File: src/rtl/motion_sup_pkg.sv
package motion_sup_pkg;
  localparam int ADDR_W = 3;
  localparam logic [ADDR_W-1:0] REG_CMD  = 3'd0;
  localparam logic [ADDR_W-1:0] REG_MODE = 3'd1;
  localparam logic [ADDR_W-1:0] REG_DIV  = 3'd2;
  localparam logic [ADDR_W-1:0] REG_WDTO = 3'd3;
  localparam logic [ADDR_W-1:0] REG_WDCT = 3'd4;

  // command bit positions
  localparam int CMD_CCLR = 0;
  localparam int CMD_CLAT = 1;
  localparam int CMD_PCLR = 2;
  localparam int CMD_ICLR = 3;
  localparam int CMD_WDLD = 4;

  // mode bit positions
  localparam int MD_CEN  = 0;
  localparam int MD_PEN  = 1;
  localparam int MD_LOI  = 2;
  localparam int MD_SOM  = 3;
  localparam int MD_MISS = 4;
  localparam int MD_MASK = 5;
  localparam int MD_PEND = 6;
  localparam int MD_SOT  = 7;
  localparam logic [7:0] MODE_WR_MASK = 8'hAF;
endpackage

File: src/rtl/msup_irq_div.sv
module msup_irq_div #(
  parameter int DIV_W = 8
) (
  input  logic             clk,
  input  logic             rst,
  input  logic             restart,
  input  logic             pwm_pulse,
  input  logic [DIV_W-1:0] div_val,
  output logic             tick
);
  logic [DIV_W-1:0] cnt_q;

  always_ff @(posedge clk) begin
    if (rst || restart) begin
      cnt_q <= '0;
      tick  <= 1'b0;
    end else if (pwm_pulse) begin
      if (cnt_q >= div_val) begin
        cnt_q <= '0;
        tick  <= 1'b1;
      end else begin
        cnt_q <= cnt_q + 1'b1;
        tick  <= 1'b0;
      end
    end else begin
      tick <= 1'b0;
    end
  end

  AST_TICK_FROM_PULSE: assert property (@(posedge clk) disable iff (rst)
    tick |-> $past(pwm_pulse));
endmodule

File: src/rtl/msup_irq_ctrl.sv
module msup_irq_ctrl (
  input  logic clk,
  input  logic rst,
  input  logic event_in,
  input  logic clear,
  output logic pending,
  output logic missed
);
  always_ff @(posedge clk) begin
    if (rst) begin
      pending <= 1'b0;
      missed  <= 1'b0;
    end else if (event_in) begin
      pending <= 1'b1;
      missed  <= clear ? 1'b0 : (missed | pending);
    end else if (clear) begin
      pending <= 1'b0;
      missed  <= 1'b0;
    end
  end

  AST_MISSED_NEEDS_PENDING: assert property (@(posedge clk) disable iff (rst)
    missed |-> pending);
  AST_CLEAR_DROPS_PENDING: assert property (@(posedge clk) disable iff (rst)
    (clear && !event_in) |=> !pending);
endmodule

File: src/rtl/msup_wdog.sv
module msup_wdog #(
  parameter int WD_W     = 16,
  parameter int TICK_DIV = 33
) (
  input  logic            clk,
  input  logic            rst,
  input  logic            reload,
  input  logic [WD_W-1:0] timeout,
  output logic [WD_W-1:0] count,
  output logic            expired
);
  localparam int PRE_W = (TICK_DIV > 2) ? $clog2(TICK_DIV) : 1;
  localparam logic [PRE_W-1:0] PRE_LAST = PRE_W'(TICK_DIV - 1);
  localparam logic [WD_W-1:0]  ONE      = WD_W'(1);

  logic [PRE_W-1:0] presc_q;
  logic             us_tick;

  assign us_tick = (presc_q == PRE_LAST);

  always_ff @(posedge clk) begin
    if (rst || reload || us_tick) presc_q <= '0;
    else                          presc_q <= presc_q + 1'b1;
  end

  always_ff @(posedge clk) begin
    if (rst) begin
      count   <= '0;
      expired <= 1'b0;
    end else if (reload) begin
      count   <= timeout;
      expired <= 1'b0;
    end else if (us_tick && count != '0) begin
      count <= count - ONE;
      if (count == ONE) expired <= 1'b1;
    end
  end

  AST_WD_STEP: assert property (@(posedge clk) disable iff (rst)
    !reload |=> (count == $past(count) || count == $past(count) - ONE));
  AST_WD_STICKY: assert property (@(posedge clk) disable iff (rst)
    (expired && !reload) |=> (expired && count == '0));
endmodule

File: src/rtl/motion_supervisor.sv
module motion_supervisor #(
  parameter int DATA_W   = 16,
  parameter int DIV_W    = 8,
  parameter int WD_W     = 16,
  parameter int TICK_DIV = 33
) (
  input  logic              clk,
  input  logic              rst,
  input  logic              wr_en,
  input  logic [2:0]        wr_addr,
  input  logic [DATA_W-1:0] wr_data,
  input  logic [2:0]        rd_addr,
  output logic [DATA_W-1:0] rd_data,
  input  logic              pwm_period_pulse,
  output logic              ctr_clear,
  output logic              ctr_latch,
  output logic              pwm_clear,
  output logic              ctr_enable,
  output logic              pwm_enable,
  output logic              irq,
  output logic              wd_expired
);
  import motion_sup_pkg::*;

  logic [7:0]       mode_q;
  logic [DIV_W-1:0] div_q;
  logic [WD_W-1:0]  wd_to_q;
  logic [WD_W-1:0]  wd_cnt;
  logic             cmd_hit, div_hit;
  logic             irq_clear, wd_reload;
  logic             irq_tick, pending, missed;
  logic [7:0]       mode_view;

  assign cmd_hit   = wr_en && (wr_addr == REG_CMD);
  assign div_hit   = wr_en && (wr_addr == REG_DIV);
  assign irq_clear = cmd_hit && wr_data[CMD_ICLR];
  assign wd_reload = cmd_hit && wr_data[CMD_WDLD];

  always_ff @(posedge clk) begin
    if (rst) begin
      mode_q  <= '0;
      div_q   <= '0;
      wd_to_q <= '0;
    end else if (wr_en) begin
      case (wr_addr)
        REG_MODE: mode_q  <= wr_data[7:0] & MODE_WR_MASK;
        REG_DIV:  div_q   <= wr_data[DIV_W-1:0];
        REG_WDTO: wd_to_q <= wr_data[WD_W-1:0];
        default: ;
      endcase
    end
  end

  msup_irq_div #(.DIV_W(DIV_W)) u_div (
    .clk(clk), .rst(rst), .restart(div_hit),
    .pwm_pulse(pwm_period_pulse), .div_val(div_q), .tick(irq_tick));

  msup_irq_ctrl u_irq (
    .clk(clk), .rst(rst), .event_in(irq_tick), .clear(irq_clear),
    .pending(pending), .missed(missed));

  msup_wdog #(.WD_W(WD_W), .TICK_DIV(TICK_DIV)) u_wd (
    .clk(clk), .rst(rst), .reload(wd_reload), .timeout(wd_to_q),
    .count(wd_cnt), .expired(wd_expired));

  always_ff @(posedge clk) begin
    if (rst) begin
      ctr_clear <= 1'b0;
      ctr_latch <= 1'b0;
      pwm_clear <= 1'b0;
    end else begin
      ctr_clear <= cmd_hit && wr_data[CMD_CCLR];
      ctr_latch <= (cmd_hit && wr_data[CMD_CLAT]) || (irq_tick && mode_q[MD_LOI]);
      pwm_clear <= cmd_hit && wr_data[CMD_PCLR];
    end
  end

  always_comb begin
    mode_view          = mode_q;
    mode_view[MD_MISS] = missed;
    mode_view[MD_PEND] = pending;
  end

  assign ctr_enable = mode_q[MD_CEN];
  assign pwm_enable = mode_q[MD_PEN]
                    & ~(mode_q[MD_SOM] & missed)
                    & ~(mode_q[MD_SOT] & wd_expired);
  assign irq = pending & mode_q[MD_MASK];

  always_ff @(posedge clk) begin
    if (rst) rd_data <= '0;
    else begin
      case (rd_addr)
        REG_MODE: rd_data <= DATA_W'(mode_view);
        REG_DIV:  rd_data <= DATA_W'(div_q);
        REG_WDTO: rd_data <= DATA_W'(wd_to_q);
        REG_WDCT: rd_data <= DATA_W'(wd_cnt);
        default:  rd_data <= '0;
      endcase
    end
  end

  AST_CMD_PULSE_SRC: assert property (@(posedge clk) disable iff (rst)
    (ctr_clear || pwm_clear) |-> $past(wr_en));
  AST_SOT_GATES_PWM: assert property (@(posedge clk) disable iff (rst)
    (mode_q[MD_SOT] && wd_expired) |-> !pwm_enable);
  AST_SOM_GATES_PWM: assert property (@(posedge clk) disable iff (rst)
    (mode_q[MD_SOM] && missed) |-> !pwm_enable);
  AST_IRQ_NEEDS_PENDING: assert property (@(posedge clk) disable iff (rst)
    irq |-> pending);
endmodule

File: config.mk
export PLATFORM = sky130hd
export DESIGN_NAME = motion_supervisor
export DESIGN_NICKNAME = d
export VERILOG_FILES = /design/src/rtl/motion_sup_pkg.sv /design/src/rtl/msup_irq_div.sv /design/src/rtl/msup_irq_ctrl.sv /design/src/rtl/msup_wdog.sv /design/src/rtl/motion_supervisor.sv
export SDC_FILE = /design/constraint.sdc
export NUM_CORES = 1
export LEC_CHECK = 0
export ABC_AREA = 1
export CORE_MARGIN = 1
export CORE_UTILIZATION = 25
export DETAILED_ROUTE_END_ITERATION = 8
export DONT_BUFFER_PORTS = 1
export GPL_TIMING_DRIVEN = 0
export PLACE_DENSITY_LB_ADDON = 0.1
export SETUP_SLACK_MARGIN = 0.02
export SYNTH_ARGS = -nofsm -noshare
export SYNTH_HDL_FRONTEND = slang
export SYNTH_HIERARCHICAL = 1
export SYNTH_SLANG_ARGS = --single-unit
File: constraint.sdc
create_clock -name clk -period 2.6 [get_ports clk]
set_clock_uncertainty 0.05 [all_clocks]
set_input_delay 0.13 -clock clk [delete_from_list [all_inputs] [get_ports clk]]
set_output_delay 0.13 -clock clk [all_outputs]
set_load 0.005 [all_outputs]
# == Word level (Yosys, flattened, before mapping) ==
# Index checks and enable logic that the tools add are counted.
# classes
n_addsub,3
magnitude_cmp,1
n_eq_ne,9
mux,9
n_bitwise,9
n_reduce_logical,23
# ops
op,count
$pmux 16 s4,1
$mux 16,2
$eq 16x1->1 const B,1
$reduce_bool 16->1,1
$sub 16x1->16 const B,1
$eq 3x2->1 const B,4
$logic_and 1x1->1,9
$add 8x1->8 const B,1
$ge 8x8->1,1
$mux 8,1
$reduce_and 2->1,4
$add 6x1->6 const B,1
$eq 3x1->1 const B,2
$eq 6x6->1 const B,1
$and 1x1->1,5
$mux 1,5
$logic_or 1x1->1,4
$reduce_bool 2->1,2
$reduce_or 2->1,2
$eq 3x3->1 const B,1
$logic_not 3->1,1
$not 1->1,3
$or 1x1->1,1
# totals
register_bits,83
output_inout_bits,23
word_cells,68

# == Longest topological paths before layout ==
# logic_depth
depth_word,5
depth_mapped,13
ltp_nobuf,12

# == Hierarchy ==
# The synthesis kept the hierarchy.
# modules_own_cells
mod,n_inst,cells_per_inst,area_each_um2,seq_area_each_um2
motion_supervisor,1,302,2297.2,980.9
msup_wdog,1,241,1488.9,460.4
msup_irq_div,1,82,604.3,180.2
msup_irq_ctrl,1,12,80.1,40.0

# == Worst setup path after synthesis ==
# Ideal clock, no wire load.
# synth_path
path_kind,input port to flip-flop
start,in wr_addr[0]
end,reg u_wd.count[8]
setup_ns,0.115
arrival_ns,1.555
required_ns,2.435
setup_slack_ns,0.880
path_stages,12
path_cell_list,buf_4 -> inv_2 -> buf_4 -> nand3_2 -> nor2_1 -> buf_2 -> clkinv_1 -> buf_2 -> o21ai_0 -> nand2_1 -> nor2_1 -> nor2_1
# synth_via
elab_chain_len,4
word_cells_on_any_way,5
classes_between,mux (1); reduce/logical (4)
# synth_lines
item,line,text
from (decl),motion_supervisor.sv:10,"input logic [2:0] wr_addr,"
$logic_not 3->1 (*),motion_supervisor.sv:34,assign cmd_hit = wr_en && (wr_addr == REG_CMD);
$logic_and 1x1->1 (*),motion_supervisor.sv:34,
$logic_and 1x1->1 (*),motion_supervisor.sv:37,assign wd_reload = cmd_hit && wr_data[CMD_WDLD];
net wd_reload,motion_supervisor.sv:30,"logic irq_clear, wd_reload;"
$mux 16 or $reduce_bool 2->1 (tied branches),--,
to (signal assigned),msup_wdog.sv:31,count <= timeout;
to (signal assigned),msup_wdog.sv:34,count <= count - ONE;
to (decl),msup_wdog.sv:9,"output logic [WD_W-1:0] count,"
# The timed path passes the listed nets; every way through them passes the cells marked *.
# A chain may end at the register's enable or synchronous reset.

# == Worst setup path in the final report ==
# layout_path
start,in wr_addr[2]
end,reg u_wd.count[8]
# Same word-level chain as after synthesis.

==> results.md <==
| Step | Quantity | Value |
| --- | --- | --- |
| clocking | Buffer type at the clock tree root | sky130_fd_sc_hd__clkbuf_16 |
| floorplanning | Initial Util | 25.76% |
| sta | Worst-case headroom to the max-slew limit | 59.28% |
| sta | Setup Viol. Count Final | 0 |
| finish | Number of nets in the finished design | 708 |
| detailed routing | Wirelength per Cell | 15.01 um |
| critical path | Critical path peak fanout | 10 |
| clocking | Number of buffers added for setup after CTS | 0 |
| place | Detailed Place HPWL | 10360 um |
| place | Final RePlAce weighted congestion | 0.8190 |
| detailed routing | Vias after detailed routing | 4108 |
| sta | Worst hold slack across all endpoints | 26.90 ps |
| sta | Count of endpoints failing hold in the final timing report | 0 |
| run status | Result of the run | finished, final reports clean |
| min path | Hold Crit Class | in -> reg |
| power and ir drop | Leakage power | 2.268 nW |
| clocking | Maximum clock path buffer count | 2 |
| yosys | Nets in the synthesized netlist | 676 |
| power and ir drop | Power per Cell Area | 557.5 mW/mm^2 |
| flow run | Max-cap viol count | 0 |
| power and ir drop | IR drop worst, VDD | 0.0003055 V |
| finish | Layout cell share with drive strength beyond 1 | 12.02% |
| global route | Pin count of the biggest net entering global routing | 18 |
| sta | Shortest period the worst path allows | 2204 ps |
| finish | Number of diodes added for antenna fixing | 0 |
| critical path | Most common cell on crit path | sky130_fd_sc_hd__nor2_1 |
| finish | Register cell area after layout | 0.001662 mm^2 |
| critical path | Count of buffer and inverter cells on the critical path | 4 |
| clocking | CTS Buf Count | 9 |
| detailed routing | # DRC | 0 |
| global route | First-pass GRT wire length | 21720 um |
| global route | Initial antenna violation count | 0 |
| finish | Non-filler instance count after layout | 899 |
| yosys | Number of instances in the synthesized netlist | 637 |
| yosys | Distinct cell type count after synthesis | 33 |
| yosys | Syn. warnings | 6 |
| sta | Maximum operating frequency | 0.4537 GHz |
| clocking | H-tree depth | 3 |
| critical path | Data required time at the worst endpoint | 2800 ps |
| finish | Area growth from synthesis to final layout | 17.63% |
| clocking | Clock latency reported for the late side of the worst-skew pair | 350 ps |
| yosys | Post-synth design cell area | 0.004471 mm^2 |
| sta | Worst Tran Pin Value | 610.8 ps |
| clocking | TritonCTS clock tree | done |
| detailed routing | Vias per Instance | 4.570 |
| floorplanning | Row count | 48 |
| sta | Share of the clock period used by the worst path after layout | 84.78% |
| finish | Number of filler cells placed in the layout | 1901 |
| sta | Post-route setup TNS | 0 ps |
| floorplanning | Die ar. | 0.01842 mm^2 |
| critical path | Arrival time at the worst endpoint | 2400 ps |
| global route | Global-route total usage across every layer | 15.67% |
| floorplanning | IO Pins | 49 |
| place | Cell total after placement | 862 |
| yosys | Syn_area_per_cell | 7.018 um^2 |
| critical path | Cell chain of the critical path | dlygate4sd3_1 > nor2_8 > nand3_2 > nor2_1 > buf_2 > clkinvlp_4 > buf_2 > o21ai_0 > nand2_1 > nor2_1 > nor2_1 |
| critical path | Family with the most delay on the worst path | buffers and inverters |
| global route | Via count of the first global-routing pass | 4023 |
| floorplanning | Core outline area | 0.01736 mm^2 |
| detailed routing | Number of DRC markers after the initial detailed-route iteration | 174 |
| yosys | #FFs+latches synth | 83 |
| global route | Sum of overflow across all layers after global routing | 0 |
| critical path | Worst Path Class, Setup | in -> reg |
| floorplanning | Height of the die | 135.7 um |
| critical path | Critical-path cell with the highest stage delay | sky130_fd_sc_hd__dlygate4sd3_1 |
| detailed routing | Total wire length | 13500 um |
| place | Port bufs | 0 |
| floorplanning | Die width | 135.7 um |
| finish | Area occupied by multi-input gates | 0.002374 mm^2 |
| critical path | Category of the worst setup path launch point | input port |
| critical path | Kind of capture point of the worst setup path | flip-flop |
| clocking | Sinks on Clock Net | 83 |
| clocking | Clock slew at reported path FFs | 70 ps |
| yosys | Proportion of synthesized chip area in sequential cells | 37.17% |
| sta | Setup repair after global routing missed its margin | false |
| sta | Final Slew Violations | 0 |
| critical path | Highest cell delay on the worst timing path | 610 ps |
| detailed routing | Total iterations of the first detailed-routing run | 4 |
| detailed routing | Number of nets with antenna violations after detailed routing | 0 |
state kept, by name, summed over array words and instances (netlist names):
name / flops
ctr_clear: 1
u_irq/pending: 1
mode_q: 6
rd_data: 16
wd_to_q: 16
u_div/tick: 1
u_wd/expired: 1
pwm_clear: 1
u_irq/missed: 1
u_wd/presc_q: 6
u_wd/count: 16
ctr_latch: 1
div_q: 8
u_div/cnt_q: 8
cells in the final DEF, fill, tap and decap left out, types with 9 or more instances in the layout:
cell,Yosys,final
sky130_fd_sc_hd__inv_1,59,59
sky130_fd_sc_hd__clkbuf_16,0,9
sky130_fd_sc_hd__nand2_1,154,154
sky130_fd_sc_hd__nand4_1,53,53
sky130_fd_sc_hd__nor2_1,86,86
sky130_fd_sc_hd__ha_1,13,13
sky130_fd_sc_hd__nor2_2,12,12
sky130_fd_sc_hd__dlygate4sd3_1,0,21
sky130_fd_sc_hd__buf_2,11,11
sky130_fd_sc_hd__nand3_1,40,40
sky130_fd_sc_hd__dfxtp_1,83,83
sky130_fd_sc_hd__a21oi_1,41,41
metrics by stage:
step	utilization, %	area, um^2	setup WS, ps	power (W)
floorplan	-	4471	880.2	0.001577
global placement	27.38	4752	306.9	0.001647
detailed placement	27.38	4752	289.5	0.001650
CTS	30.28	5255	266.0	0.002977
global route	30.30	5259	152.7	0.003069
finish	30.30	5259	395.8	0.002932
repair_timing:
item | in CTS | in global routing
hold endpoints to repair | 28 | 0
resized for setup | 0 | 1
hold buffers | 21 | 0
endpoints found under the setup margin | 0 | 1
worst paths after layout:
check | endpoint | from | cells past startpoint | slack [ps]
worst min register to register | u_wd/presc_q[3] | u_wd/presc_q[3] | 2 | 420
worst min-delay path | u_div/tick | pwm_period_pulse | 3 | 30
worst max-delay path | u_wd/count[8] | wr_addr[2] | 11 | 400
worst max register to register | u_wd/count[3] | u_wd/count[0] | 10 | 680
worst reg2reg max path: stages (launching register included):
cell and delay [ps]:
sky130_fd_sc_hd__dfxtp_1 350, sky130_fd_sc_hd__inv_1 180, sky130_fd_sc_hd__ha_1 260, sky130_fd_sc_hd__nand2_2 140, sky130_fd_sc_hd__nor2_4 200, sky130_fd_sc_hd__nand2_2 110
sky130_fd_sc_hd__nand2_4 130, sky130_fd_sc_hd__nand2_4 60, sky130_fd_sc_hd__buf_6 150, sky130_fd_sc_hd__o21ai_1 80, sky130_fd_sc_hd__a21oi_1 70
synthesized netlist by cell type (all sizes together):
cell type,instances,area (um^2)
xnor2,3,26.28
o21bai,1,11.26
clkinv,2,8.750
dfxtp,83,1662
o21ai,13,65.06
nor3,9,55.05
clkbuf,5,18.77
buf,22,160.2
ha,13,162.7
nor3b,1,7.510
nand3b,4,30.03
nor2,106,505.5
a21oi,41,205.2
xor2,8,70.07
nand4,54,352.8
inv,66,247.7
a21o,1,7.510
nand3,41,210.2
nand2,163,654.4
mux2i,1,10.01
cell type report:
cell class / count / share of cell area [%]
flip-flops and latches: 83 / 31.60
clock inverters: 7 / 1.285
clock buffers: 9 / 4.283
multi-input cells: 459 / 45.13
well taps: 225 / 5.353
plain buffers: 27 / 3.402
inverters: 68 / 4.949
repair buffers: 21 / 3.997
where the power goes:
group / internal [W] / total (W) / switching, W
sequential: 0.00130 / 0.00133 / 0.0000326
clock: 0.000675 / 0.00128 / 0.000606
combinational: 0.000117 / 0.000319 / 0.000203
kinds of logic (layout without fill, tap and decap cells):
logic type                 after synthesis  count (layout)  synth area share [%]
and+or+nand+nor                        378             378                 40.61
buffers and inverters                   95             132                 9.740
DFF                                     83              83                 37.17
AOI/OAI and AO/OA                       56              56                 6.465
adders and majority gates               13              13                 3.638
xor gates and xnor gates                11              11                 2.155
muxes                                    1               1                0.2239
per-layer routing:
metal  vias to the layer above  global-route usage [%]  part of all wire (%)
met3                        15                   2.544                   3.6
met1                      1894                   21.21                    50
met4                         0                   6.554                   1.9
met2                        62                   24.49                    44
met5                         -                       0                     0
li1                       2137                       -                     -
Power figures use the tool's default switching activity.
